<file path="src/rtl/gpio_expander_pkg.sv">
package gpio_expander_pkg;
  localparam int PIN_COUNT    = 12;
  localparam int SHARED_COUNT = 8;
  localparam int ADDR_W       = 4;
  localparam int FRAME_W      = PIN_COUNT + ADDR_W;

  localparam logic [ADDR_W-1:0] ADDR_WR_OUT  = 4'b1101;
  localparam logic [ADDR_W-1:0] ADDR_SAMPLE  = 4'b1110;
  localparam logic [ADDR_W-1:0] ADDR_WR_DIR  = 4'b1111;

  typedef struct packed {
    logic shift;
    logic wrOut;
    logic wrDir;
    logic sample;
  } gpxStrobe_t;
endpackage

</file>
<file path="src/rtl/gpio_expander_ctrl.sv">
module gpio_expander_ctrl
  import gpio_expander_pkg::*;
(
  input  logic              clk,
  input  logic              rst,
  input  logic              serClk,
  input  logic              serEnN,
  input  logic [ADDR_W-1:0] frameAddr,
  output gpxStrobe_t        stb
);
  logic prevClk;
  logic prevEn;
  logic commit;

  always_ff @(posedge clk) begin
    if (rst) begin
      prevClk <= 1'b0;
      prevEn  <= 1'b1;
    end else begin
      prevClk <= serClk;
      prevEn  <= serEnN;
    end
  end

  assign commit = serEnN & ~prevEn;

  always_comb begin
    stb        = '0;
    stb.shift  = ~serEnN & serClk & ~prevClk;
    stb.wrOut  = commit & (frameAddr == ADDR_WR_OUT);
    stb.wrDir  = commit & (frameAddr == ADDR_WR_DIR);
    stb.sample = commit & (frameAddr == ADDR_SAMPLE);
  end

  // no shift while the frame enable is high
  p_no_shift_idle_r8: assert property (@(posedge clk) disable iff (rst)
    serEnN |-> !stb.shift);

  // at most one action per cycle, commits only on an enable rise
  p_strobe_excl_r7: assert property (@(posedge clk) disable iff (rst)
    $onehot0({stb.shift, stb.wrOut, stb.wrDir, stb.sample}));

  p_commit_edge_r7: assert property (@(posedge clk) disable iff (rst)
    (stb.wrOut || stb.wrDir || stb.sample) |-> (serEnN && !$past(serEnN)));
endmodule

</file>
<file path="src/rtl/gpio_expander_datapath.sv">
module gpio_expander_datapath
  import gpio_expander_pkg::*;
#(
  parameter int PINS   = PIN_COUNT,
  parameter int SHARED = SHARED_COUNT,
  parameter int AW     = ADDR_W
) (
  input  logic            clk,
  input  logic            rst,
  input  gpxStrobe_t      stb,
  input  logic            serData,
  input  logic [PINS-1:0] pinIn,
  input  logic [SHARED-1:0] dacHiZ,
  output logic [AW-1:0]   frameAddr,
  output logic            serOut,
  output logic [PINS-1:0] pinOut,
  output logic [PINS-1:0] pinOe,
  output logic [SHARED-1:0] pinConflict
);
  localparam int FW        = PINS + AW;
  localparam int FIRST_SHR = PINS - SHARED;

  logic [FW-1:0]   shiftReg;
  logic [PINS-1:0] outLatch;
  logic [PINS-1:0] dirReg;
  logic [PINS-1:0] payload;

  assign payload   = shiftReg[FW-1:AW];
  assign frameAddr = shiftReg[AW-1:0];
  assign serOut    = shiftReg[FW-1];
  assign pinOut    = outLatch;

  always_ff @(posedge clk) begin
    if (rst) begin
      shiftReg <= '0;
    end else if (stb.sample) begin
      shiftReg[FW-1:AW] <= pinIn;
    end else if (stb.shift) begin
      shiftReg <= {shiftReg[FW-2:0], serData};
    end
  end

  always_ff @(posedge clk) begin
    if (rst) begin
      outLatch <= '0;
      dirReg   <= '0;
    end else begin
      if (stb.wrOut) outLatch <= payload;
      if (stb.wrDir) dirReg   <= payload;
    end
  end

  for (genvar p = 0; p < PINS; p++) begin : g_pin
    if (p < FIRST_SHR) begin : g_dedicated
      assign pinOe[p] = dirReg[p];
    end else begin : g_shared
      assign pinOe[p]                   = dirReg[p] & dacHiZ[p-FIRST_SHR];
      assign pinConflict[p-FIRST_SHR]   = dirReg[p] & ~dacHiZ[p-FIRST_SHR];
    end
  end

  // output latch takes the payload on a write
  p_latch_write_r1: assert property (@(posedge clk) disable iff (rst)
    stb.wrOut |=> pinOut == $past(payload));

  // direction register takes the payload on a write
  p_dir_write_r2: assert property (@(posedge clk) disable iff (rst)
    stb.wrDir |=> dirReg == $past(payload));

  // a sample presents the top pin level on the serial output
  p_sample_so_r3: assert property (@(posedge clk) disable iff (rst)
    stb.sample |=> serOut == $past(pinIn[PINS-1]));

  // first cycle out of reset drives nothing
  p_reset_idle_r4: assert property (@(posedge clk)
    $fell(rst) |-> (pinOe == '0 && pinOut == '0));

  // latch and direction hold without their strobe
  p_latch_hold_r7: assert property (@(posedge clk) disable iff (rst)
    !stb.wrOut |=> $stable(pinOut));

  p_dir_hold_r7: assert property (@(posedge clk) disable iff (rst)
    !stb.wrDir |=> $stable(dirReg));

  // frame register holds when neither shifting nor sampling
  p_sr_hold_r8: assert property (@(posedge clk) disable iff (rst)
    (!stb.shift && !stb.sample) |=> $stable(serOut));
endmodule

</file>
<file path="src/rtl/gpio_expander.sv">
module gpio_expander
  import gpio_expander_pkg::*;
(
  input  logic        clk,
  input  logic        rst,
  input  logic        serClk,
  input  logic        serEnN,
  input  logic        serData,
  output logic        serOut,
  input  logic [11:0] pinIn,
  output logic [11:0] pinOut,
  output logic [11:0] pinOe,
  input  logic [7:0]  dacHiZ,
  output logic [7:0]  pinConflict
);
  gpxStrobe_t        stb;
  logic [ADDR_W-1:0] frameAddr;

  gpio_expander_ctrl u_ctrl (
    .clk       (clk),
    .rst       (rst),
    .serClk    (serClk),
    .serEnN    (serEnN),
    .frameAddr (frameAddr),
    .stb       (stb)
  );

  gpio_expander_datapath #(
    .PINS   (PIN_COUNT),
    .SHARED (SHARED_COUNT),
    .AW     (ADDR_W)
  ) u_dp (
    .clk         (clk),
    .rst         (rst),
    .stb         (stb),
    .serData     (serData),
    .pinIn       (pinIn),
    .dacHiZ      (dacHiZ),
    .frameAddr   (frameAddr),
    .serOut      (serOut),
    .pinOut      (pinOut),
    .pinOe       (pinOe),
    .pinConflict (pinConflict)
  );
endmodule

</file>
<file path="config.mk">
export PLATFORM = sky130hd
export DESIGN_NAME = gpio_expander
export DESIGN_NICKNAME = d
export VERILOG_FILES = /design/src/rtl/gpio_expander_pkg.sv /design/src/rtl/gpio_expander_ctrl.sv /design/src/rtl/gpio_expander_datapath.sv /design/src/rtl/gpio_expander.sv
export SDC_FILE = /design/constraint.sdc
export NUM_CORES = 1
export LEC_CHECK = 0
export ABC_AREA = 1
export ABC_CLOCK_PERIOD_IN_PS = 2200
export BUFFER_PORTS_ARGS = -buffer_cell sky130_fd_sc_hd__buf_2
export CORE_MARGIN = 3
export CORE_UTILIZATION = 31
export CTS_CLUSTER_DIAMETER = 100
export DETAILED_ROUTE_END_ITERATION = 10
export SETUP_SLACK_MARGIN = 0.02
export SYNTH_ARGS = -nofsm -noshare
export SYNTH_HDL_FRONTEND = slang
export SYNTH_HIERARCHICAL = 1
export SYNTH_SLANG_ARGS = --single-unit
</file>
<file path="constraint.sdc">
create_clock -name clk -period 2.2 [get_ports clk]
set_input_delay 0.22 -clock clk [delete_from_list [all_inputs] [get_ports clk]]
set_output_delay 0.22 -clock clk [all_outputs]
set_load 0.02 [all_outputs]
</file>
==> flow_results.org, run 1 <==
** Route
- The first detailed-routing pass took 4 iterations.
- The detailed router placed 1633 vias in this run.
- Dividing the detail-routed wire length by the instance count gives 10.59 microns.
- After detailed routing, the number of remaining DRC violations is 0.
- For this block, the routed nets add up to 4097 microns of wire.
- Remaining antenna violation count after routing :: 0
- Number of vias per cell :: 4.220
- The detailed router finished its first iteration with 90 violations.

** Run
- Max-capacitance violation count :: 0

** Place
- The number of placed instances, taps included, is 379.
- The congestion estimate from routability-driven global placement came to 0.7696.
- Timing analysis after detailed placement gives a worst setup slack of 0.5621 ns.
- Summed over all nets, the half-perimeter wirelength after detailed placement is 3003 microns.
- DP Area :: 2098 sq um
- During placement, the flow inserted port buffers numbering 57.

** Pwr
- Dividing total power by cell area gives a power density of 614.8 nW/um^2.
- Of the total power, the share spent switching nets is 22.42%.
- Across the VDD grid, the largest voltage drop is 0.2996 mV.
- Relative contribution of combinational cells to total power :: 4.8%
- The clock network burns 37.9% of the power.
- Pwr Total :: 1.348 mW
- Leakage power of the design :: 1.245 nW
- Of the total power, registers draw 57.3%.
- Internal cell power :: 1.046 mW
- Switching component of the power :: 0.3023 mW

** CTS
- TritonCTS built the clock tree.
- The H-tree was split into 2 levels.
- Clk_lat worst skew :: 0.29 ns
- CTS clock-pin slew for the worst setup and hold paths :: 0.07 ns
- CTS root buffer :: sky130_fd_sc_hd__clkbuf_8
- Buffers inserted to repair hold after CTS numbered 0.
- Total CTS buffers :: 5
- The number of gates resized after CTS was 0.
- In this run the post-CTS setup repair buffer count came out at 0.
- Clock Path Buffers :: 2
- The clock net in this run drives a total of 42 sinks.

** Synth
- Of all cell types, the one taking the most synthesized area is sky130_fd_sc_hd__dfxtp_1.
- Seq/Total Area, Yosys :: 46.03%
- Area contributors post-synth :: sky130_fd_sc_hd__dfxtp_1 (46%), sky130_fd_sc_hd__nor2_1 (11%), sky130_fd_sc_hd__nand2_1 (10%)
- Cells after synthesis :: 266
- Cell variety after synth :: 17
- The average instance in the mapped netlist occupies 6.867 sq um.
- In this run the cell area of the synthesized design comes to 1827 sq um.
- In this run, synthesis produced a sequential element count of 42.
- Share of the synthesized area in the top cell type :: 46.03%
- Counting every net in the synthesized netlist gives 291.
- Warnings from Yosys :: 6

** Cells and area
- Synthesis-to-finish area growth :: 20.07%
- Number of fill cells :: 611
- Leading cell types in the layout, fill and taps excluded :: sky130_fd_sc_hd__buf_2 (57), sky130_fd_sc_hd__nor2_1 (52), sky130_fd_sc_hd__nand2_1 (49)
- Once layout is complete, the cells apart from fillers number 387.
- For this run, the share of the core covered by cells in the final layout is 39.11%.
- The number of antenna diodes in the final layout is 0.
- The net count of the finished layout is 339.
- Most common cell after layout, fill and taps aside :: sky130_fd_sc_hd__buf_2
- Finished layout cell area :: 2193 sq um
- The post-route netlist has 24.44% of its cells at a drive strength greater than 1.

** Critical path
- Worst endpoint required time :: 2.38 ns
- Counting buffers and inverters, the worst setup path is 9 cells deep.
- Counting cells, the worst reg-to-reg path comes to 9.
- On the worst path, the slowest cell contributes a delay of 0.39 ns.
- Startpoint type of the worst setup path :: flip-flop
- The most numerous cell type found on the critical path is sky130_fd_sc_hd__nor2_1.
- Kind of end point of the critical path :: flip-flop
- Cell family contributing the most delay on the critical path :: simple AND/OR/NAND/NOR gates
- Along the worst path, the maximum fanout reaches 13.
- Worst Setup Path Type :: flip-flop to flip-flop
- Sequence of cells on the critical path :: nand2_1 > inv_1 > nand2_2 > nor2_1 > inv_2 > nand2_1 > inv_2 > nor2_1 > nor2_1
- Critical path's slowest cell :: sky130_fd_sc_hd__nor2_1
- The critical path contains buffers and inverters numbering 3 combined.
- Endpoint arrival time on the critical path :: 1.82 ns

** STA
- Largest clock skew in the final design :: 0.005677 ns
- Fmax :: 610.9 MHz
- Min Tclk post-route :: 1.637 ns
- Tightest Pin Transition :: 0.4981 ns
- Final setup violation count :: 0
- Setup total negative slack :: 0 ns
- Share of the clock period used by the worst path after layout :: 74.41%
- The hold violation total from the final report was 0.
- Max-slew violation count :: 0
- Final worst-path setup slack :: 0.5630 ns
- The worst pin sits at a relative slew slack of 66.67%.
- Hold timing on the final database bottoms out at a slack of 0.1045 ns.
- RSZ-0062 raised after global routing :: no

** Die
- Starting density of the core :: 32.57%
- The die is 82.77 microns tall.
- The floorplan step defined a core boundary enclosing 5608 sq um.
- Row cnt :: 27
- The die covers 6850 sq um.
- # IOs :: 58
- Die X :: 82.77 microns

** Global route
- Wire length of the first global-routing pass :: 6527 microns
- Global routing consumed, over all layers together, 12.58% of the routing resources.
- Remaining global-route overflow :: 0
- The initial antenna violation count is 0.
- The number of global-route vias before repair came to 1444.
- Entering global routing, the biggest net connects 41 pins.

** Worst hold path
- The tightest min-delay check is of the input port to flip-flop type.
- Worst Hold Depth :: 2

** Run status
- Status :: finished, final reports clean
final timing paths:
| path | startpoint | endpoint | slack [ns] |
|---|---|---|---|
| setup reg to reg | u_dp/shiftReg[3]$_SDFFE_PP0P_ | u_dp/shiftReg[1]$_SDFFE_PP0P_ | 0.56 |
| hold / removal | rst | u_ctrl/prevClk$_SDFF_PP0_ | 0.10 |
| setup / recovery | u_dp/shiftReg[3]$_SDFFE_PP0P_ | u_dp/shiftReg[1]$_SDFFE_PP0P_ | 0.56 |
| hold reg to reg | u_dp/dirReg[7]$_SDFFE_PP0P_ | u_dp/dirReg[7]$_SDFFE_PP0P_ | 0.48 |
Yosys cell counts, drive strengths merged:
cell type,count
o21ai,28
clkbuf,1
buf,19
nor2,54
or2,1
a21oi,8
dfxtp,42
nand3,24
inv,38
nand2,50
nor3,1
routing by layer:
metal / up-vias / share of wire (%) / GRT usage, %
met5: - / 0 / 0
met4: 0 / 1.5 / 4.902
met3: 5 / 6.4 / 3.688
met2: 44 / 41 / 19.07
met1: 681 / 51 / 16.75
li1: 903 / - / -
state kept, by name, indices dropped and copies added (netlist names):
name            flops
u_ctrl/prevEn       1
u_dp/shiftReg      16
u_ctrl/prevClk      1
u_dp/dirReg        12
u_dp/pinOut        12
cell type report:
type | count | area (sq um) | area share [%]
clock buffers | 6 | 82.58 | 3.765
clock inverters | 2 | 12.51 | 0.5705
inverters | 38 | 142.6 | 6.503
multi-input cells | 166 | 709.4 | 32.34
flip-flops and latches | 42 | 840.8 | 38.33
well taps | 72 | 90.09 | 4.107
repair buffers | 61 | 315.3 | 14.38
power groups by stage:
stage,clock network (mW),logic [mW],registers (mW)
3_3_place_gp,0,0.0653,0.790
5_1_grt,0.566,0.0741,0.773
3_5_place_dp,0,0.0658,0.790
4_1_cts,0.530,0.0661,0.772
6_report,0.511,0.0652,0.772
2_1_floorplan,0,0.0424,0.788
logic make-up (layout without fill, tap and decap cells):
kind of cell	count (synthesis)	in the layout	synth area share, %
flip-flops	42	42	46.03
AO/OA/AOI/OAI	36	36	9.863
AND/OR/NAND/NOR	130	130	28.97
buffers and inverters	58	107	15.14
(Power assumes the default switching activity.)
==> run 2: changes to the inputs <==
- ABC_CLOCK_PERIOD_IN_PS: 2200 -> 1400
- clock period: 2.2 -> 1.4 ns (I/O delays scaled with it)
==> run 2 against run 1 <==
  * Clock power up 43%
  * Largest power group unchanged
  * Highest routed layer unchanged
  * Via count up 2.0%
  * Register-to-register slack worse by 0.42 ns
==> flow_results.org, run 2 (synthesis results as in run 1) <==
** CTS
- Maximum level of the CTS H-tree :: 2 (unchanged)
- The number of buffers added for setup after CTS came to 0 (unchanged).
- Cts-stage hold buffer count :: 0 (unchanged)
- Clk_lat worst skew :: 0.29 ns (about the same)
- Clk sinks :: 42 (unchanged)
- Clock tree from TritonCTS :: built
- The root buffer cell chosen for the clock tree is sky130_fd_sc_hd__clkbuf_8.
- Total CTS buffers :: 5 (unchanged)
- The maximum root-to-sink buffer count came to 2 (unchanged).
- CTS clock-pin slew for the worst setup and hold paths :: 0.07 ns (about the same)

** Run status
- The flow ran to the end, and the final reports show no timing, DRC or antenna violations.

** Global route
- Remaining global-route overflow :: 0 (unchanged)
- Maximum number of pins on one net before global-route repair :: 41 (unchanged)
- Number of global-route vias before repair :: 1459 (+1.0%)
- The all-layer global routing usage came to 13.04% (+0.46 points).
- Number of antenna violations at the first check in global routing :: 0 (unchanged)
- The wire length of the first global-routing pass is 6693 microns (+2.5%).

** STA
- The final period utilization was 89.75% (+15 points).
- Setup total negative slack :: 0 ns (unchanged)
- Fmax :: 795.9 MHz (+30%)
- Setup repair after global routing could not meet its margin everywhere.
- The final number of max-transition violations is 0 (unchanged).
- The count of final setup violators was 0 (unchanged).
- The clock skew after layout came to 0.008783 ns (+0.003105 ns).
- Min Tclk post-route :: 1.256 ns (-0.3805 ns)
- Worst slew margin :: 85.92% (+19 points)
- The hold violation total from the final report came to 0 (unchanged).
- The actual transition at the worst max-transition pin came to 0.2109 ns (-0.2872 ns).
- The final worst hold slack is 0.02790 ns (-0.07656 ns).

** Pwr
- Leakage power of the design :: 1.259 nW (+1.1%)
- Power per Cell Area :: 918.6 nW/um^2 (+49%)
- The largest voltage drop on the vdd net is 0.4905 mV (+64%).

** Route
- The number of vias in the routed layout was 1665 (+2.0%).
- The number of routed nets with antenna violations is 0 (unchanged).
- The DRC violation count after routing is 0 (unchanged).
- Routed wire length :: 4170 microns (+1.8%)
- First DRT Iteration DRCs :: 136 (+51%)
- Number of vias per cell :: 4.280 (+1.4%)
- The number of optimization iterations in the first detailed-route pass is 4 (unchanged).
- Detail-routed net length per standard cell :: 10.72 microns (+1.3%)

** Worst hold path
- The path class of the tightest hold or removal check is input port to flip-flop.

** Cells and area
- Ratio of cells with drive above 1 in the final layout :: 25.55% (+1.1 points)
- Number of diodes added for antenna fixing :: 0 (unchanged)
- The filler cell count in the final layout is 617 (+0.98%).
- Finished layout cell area :: 2241 sq um (+2.2%)
- The count of nets after finishing is 342 (+0.88%).
- The flip-flop count of the largest register, all copies and words added is 16 (unchanged).
- The library cell used most frequently in the layout, excluding fill and tap cells, is sky130_fd_sc_hd__buf_2.
- Synthesis-to-finish area growth :: 22.67%
- Leading cell types in the layout, fill and taps excluded :: sky130_fd_sc_hd__buf_2 (57), sky130_fd_sc_hd__nor2_1 (50), sky130_fd_sc_hd__nand2_1 (48)
- The register with the most flip-flops in the final layout is u_dp/shiftReg.

** Place
- The number of port buffers came to 57 (unchanged).
- The global placement routability congestion was 0.8161 (+6.0%).
- HPWL reported at the end of detailed placement :: 3057 microns (+1.8%)
- The instance area after placement came to 2126 sq um (+1.3%).

** Die
- Die outline area :: 6850 sq um (unchanged)
- Total core area :: 5608 sq um (unchanged)
- Die X :: 82.77 microns (unchanged)
- Starting density of the core :: 32.57% (unchanged)
- # IOs :: 58 (unchanged)
- Chip height :: 82.77 microns (unchanged)
- Row cnt :: 27 (unchanged)

** Run
- The number of max-cap violations is 0 (unchanged).

** Critical path
- Worst Setup Path Type :: flip-flop to flip-flop
- The largest fanout on the critical path came to 13 (unchanged).
- The worst setup path is launched from a flip-flop.
- Endpoint arrival time on the critical path :: 1.44 ns (-0.38 ns)
- STA classifies the critical path endpoint as a flip-flop.
- Worst endpoint required time :: 1.58 ns (-0.80 ns)
[run 2: cell count changes in the layout (fill, tap and decap cells not counted), sizes merged]
cell / delta
nor2: +1
clkinv: -1
buf: +2
[run 2: cell type report]
type	instances	area (sq um)	share of cell area (%)
flip-flops and latches	42	840.8	37.52
multi-input cells	167	738.2	32.94
repair buffers	63	346.6	15.47
inverters	38	145.1	6.477
well taps	72	90.09	4.020
clock buffers	6	72.57	3.238
clock inverters	1	7.507	0.3350
[run 2: per-stage QoR]
stage	cells	utilization, %	setup slack, ns	total power, mW
finish	389	39.96	0.1435	2.059
global route	389	39.96	0.002267	2.160
floorplan	266	-	0.04380	1.305
global placement	381	37.91	0.03626	1.348
CTS	388	39.42	0.02709	2.081
detailed placement	381	37.91	-0.003718	1.350
[run 2: routing by layer]
metal / share of wire, % / global-route usage [%] / wire length [microns] / vias to the layer above
met5: 0 / 0 / 0 / -
li1: - / - / - / 911
met2: 42 / 19.23 / 1750 / 47
met1: 50 / 17.83 / 2083 / 703
met4: 1.5 / 6.373 / 63 / 0
met3: 6.5 / 2.928 / 272 / 4
[run 2: critical path, cell delays in order, from the launching register on]
cell	delay, ns
sky130_fd_sc_hd__dfxtp_1	0.40
sky130_fd_sc_hd__inv_1	0.06
sky130_fd_sc_hd__nand2_1	0.09
sky130_fd_sc_hd__nor2_4	0.06
sky130_fd_sc_hd__inv_2	0.17
sky130_fd_sc_hd__nand2_2	0.12
sky130_fd_sc_hd__o21ai_0	0.20
sky130_fd_sc_hd__nor2_1	0.06
[run 2: repair_timing]
action | CTS | global route
pin swaps | 0 | 1
endpoints found under the setup margin | 12 | 19
gates cloned | 0 | 1
gates resized for setup | 1 | 9
[run 2: worst paths after layout]
path / from / endpoint / slack (ns) / cells after the start
max: u_dp/shiftReg[0]$_SDFFE_PP0P_ / u_dp/shiftReg[2]$_SDFFE_PP0P_ / 0.14 / 7
min: rst / u_ctrl/prevClk$_SDFF_PP0_ / 0.03 / 2
max reg2reg: u_dp/shiftReg[0]$_SDFFE_PP0P_ / u_dp/shiftReg[2]$_SDFFE_PP0P_ / 0.14 / 7
min reg2reg: u_dp/dirReg[10]$_SDFFE_PP0P_ / u_dp/dirReg[10]$_SDFFE_PP0P_ / 0.48 / 2
[run 2: power by group]
part           switching (mW)  total [mW]  internal, mW
Combinational          0.0652       0.114        0.0489
Sequential            0.00851        1.21          1.20
Clock                   0.389       0.731         0.342
Total                   0.463        2.06          1.60
==> run 3: changes to the inputs <==
- CORE_ASPECT_RATIO: default -> 0.9
- CORE_UTILIZATION: 31 -> 30
- RECOVER_POWER: default -> 100
==> run 3 against run 2 <==
  * Clock power grew 11%
  * Non-clock buffer count rose by 1
  * Global-route usage down 0.069 points
  * Final area decreased by 1.9%
  * Maximum frequency shrank 0.46%
  * First-iteration DRC count shrank 15%
  * Register-to-register slack hardly changed
  * Core utilization decreased by 2.0 points
  * Die area grew 3.1%
  * Via count rose by 1.9%
  * Setup slack lost 0.0058 ns
  * Critical path type unchanged
==> flow_results.org, run 3 (synthesis results as in run 1) <==
** Run status
- Status :: finished, final reports clean

** Die
- The core box area came to 5791 sq um (+3.3%).
- Row cnt :: 26 (-3.7%)
- Die X :: 88.26 microns (+6.6%)
- The count of boundary I/O pins was 58 (unchanged).
- The vertical die dimension came to 80.03 microns (-3.3%).
- Starting density of the core :: 31.55% (-1.0 points)
- The overall die area was 7063 sq um (+3.1%).

** Worst hold path
- Worst Hold Class :: input port to flip-flop

** STA
- Tightest Pin Transition :: 0.2794 ns (+0.06849 ns)
- Max-slew violation count :: 0 (unchanged)
- Setup repair after global routing could not meet its margin everywhere.
- Worst slew margin :: 81.35% (-4.6 points)
- The clock period minus final worst setup slack was 1.262 ns (+0.005825 ns).
- Number of hold-slack violations in the final timing report :: 0 (unchanged)
- The final period utilization came to 90.17% (+0.42 points).
- The count of final setup violators came to 0 (unchanged).
- Fmax :: 792.2 MHz (-0.46%)
- The clock skew after layout is 0.007168 ns (-0.001615 ns).
- Setup total negative slack :: 0 ns (unchanged)

** Cells and area
- Register with the most flip-flops :: u_dp/shiftReg
- The fraction of final layout cells with drive strength greater than 1 is 15.67% (-9.9 points).
- Number of flip-flops under the largest register name :: 16 (unchanged)
- # nets final :: 343 (+0.29%)
- Number of diodes added for antenna fixing :: 0 (unchanged)
- In the layout the commonest cells are sky130_fd_sc_hd__nor2_1 (50), sky130_fd_sc_hd__nand2_1 (48), sky130_fd_sc_hd__dfxtp_1 (42).
- The filler-free cell count of the finished design is 389 (unchanged).
- The post-route standard cell area excluding fillers came to 2198 sq um (-1.9%).
- The filler cell count in the final layout came to 634 (+2.8%).
- Synthesis-to-finish area growth :: 20.34%
- Leaving out fill and tap cells, the most frequent cell in the layout is sky130_fd_sc_hd__nor2_1.
- The register cell area after layout is 840.8 sq um (unchanged).
- Combined area of the multi-input logic cells :: 728.2 sq um (-1.4%)

** CTS
- TritonCTS built the clock tree.
- The clock insertion delay at the later pin of the skew report came to 0.30 ns (about the same).
- Total CTS buffers :: 5 (unchanged)
- The number of levels in the clock H-tree was 2 (unchanged).
- Clock Path Buffers :: 2 (unchanged)
- The clock transition at the registers of the reported paths is 0.09 ns (+0.02 ns).
- CTS root buffer :: sky130_fd_sc_hd__clkbuf_8
- The clock net sink count is 42 (unchanged).

** Global route
- Number of antenna violations at the first check in global routing :: 0 (unchanged)
- Maximum number of pins on one net before global-route repair :: 41 (unchanged)
- The all-layer global routing usage came to 12.97% (-0.069 points).
- The wire length of the first global-routing pass was 7065 microns (+5.6%).
- The total global routing overflow was 0 (unchanged).
- The number of global-route vias before repair is 1505 (+3.2%).

** Critical path
- Worst endpoint required time :: 1.60 ns (+0.02 ns)
- STA classifies the critical path endpoint as a flip-flop.
- Worst Path Max Fanout :: 6 (-7)
- The endpoint arrival time on the critical path came to 1.46 ns (+0.02 ns).
- The critical path in this run is classified as flip-flop to flip-flop.
- The worst setup path is launched from a flip-flop.

** Pwr
- The standby leakage power was 1.117 nW (-11%).
- The overall power consumption came to 2.137 mW (+3.8%).
- The largest voltage drop on the vdd net came to 0.3034 mV (-38%).
- Power per Cell Area :: 971.9 nW/um^2 (+5.8%)

** Route
- The number of routed nets with antenna violations was 0 (unchanged).
- Pre-antenna DRT Iters :: 4 (unchanged)
- The violation count after the first detailed-route iteration came to 115 (-15%).
- Routed wire length :: 4323 microns (+3.7%)
- Number of vias per cell :: 4.362 (+1.9%)
- Routed vias :: 1697 (+1.9%)
- The detail-routed net length per standard cell is 11.11 microns (+3.7%).
- Number of remaining DRC errors :: 0 (unchanged)

** Place
- The instance area after placement is 2131 sq um (+0.24%).
- Final RePlAce weighted congestion :: 0.7880 (-3.4%)
- The number of cells in the design after placement is 380 (-0.26%).
- Total of buffers placed on input and output ports :: 57 (unchanged)
- The half-perimeter wire length of the detailed placement result was 3139 microns (+2.7%).

** Run
- The number of max-cap violations was 0 (unchanged).
-- run 3: cell types whose count changed in the layout (fill, tap and decap cells not counted), moves of 2 or more --
cell / previous run / this run
sky130_fd_sc_hd__clkbuf_1: 1 / 34
sky130_fd_sc_hd__o21ai_1: 12 / 8
sky130_fd_sc_hd__nor2_4: 3 / 1
sky130_fd_sc_hd__nor2_2: 2 / 4
sky130_fd_sc_hd__buf_2: 57 / 24
sky130_fd_sc_hd__o21ai_0: 16 / 20
-- run 3: metrics by stage --
step	hold slack [ns]	setup slack [ns]	util [%]
after global routing	0.002366	-0.007335	37.96
after global placement	0.3250	0.06879	36.80
final	0.009614	0.1377	37.96
after CTS	0.0003513	0.09543	38.55
after floorplan	0.2124	0.04380	-
after detailed placement	0.3291	0.002955	36.80
-- run 3: final timing paths --
kind              cells past startpoint                           from                             to  slack (ns)
hold / removal                        2                            rst      u_ctrl/prevClk$_SDFF_PP0_        0.01
setup / recovery                     10  u_dp/shiftReg[3]$_SDFFE_PP0P_  u_dp/shiftReg[6]$_SDFFE_PP0P_        0.14
hold reg to reg                       2    u_dp/dirReg[5]$_SDFFE_PP0P_    u_dp/dirReg[5]$_SDFFE_PP0P_        0.48
setup reg to reg                     10  u_dp/shiftReg[3]$_SDFFE_PP0P_  u_dp/shiftReg[6]$_SDFFE_PP0P_        0.14
-- run 3: repair_timing --
action,CTS,global route
cloned,0,1
hold buffers,0,0
setup endpoints to repair,14,22
setup buffers,0,0
gates resized for setup,2,3
-- run 3: metal layers --
metal  vias to the layer above  part of all wire (%)  GRT usage (%)
li1                        913                     -              -
met1                       724                    49          17.20
met2                        53                    42          19.36
met3                         7                   7.2          3.922
met4                         0                   1.9          5.438
met5                         -                     0              0
-- run 3: final cells by class --
cell class / count / area share (%)
tap: 70 / 3.984
timing repair buffer: 64 / 13.89
clock inverter: 3 / 1.138
multi-input combinational: 167 / 33.12
inverter: 38 / 6.488
clock buffer: 5 / 3.130
sequential: 42 / 38.25
-- run 3: worst max-delay path: stages (launching register included) --
cell                      delay (ns)
sky130_fd_sc_hd__dfxtp_1        0.36
sky130_fd_sc_hd__nand2_1        0.06
sky130_fd_sc_hd__inv_1          0.06
sky130_fd_sc_hd__nand2_2        0.07
sky130_fd_sc_hd__nor2_2         0.14
sky130_fd_sc_hd__buf_4          0.17
sky130_fd_sc_hd__nor2_2         0.07
sky130_fd_sc_hd__nand2_1        0.07
sky130_fd_sc_hd__nand3_1        0.06
sky130_fd_sc_hd__nand2_1        0.06
sky130_fd_sc_hd__inv_1          0.04
-- run 3: power breakdown --
part	leakage, nW	total [mW]	switching [mW]	internal [mW]
logic	0.733	0.110	0.0609	0.0488
clock network	0.0447	0.814	0.454	0.360
registers	0.339	1.21	0.00868	1.20
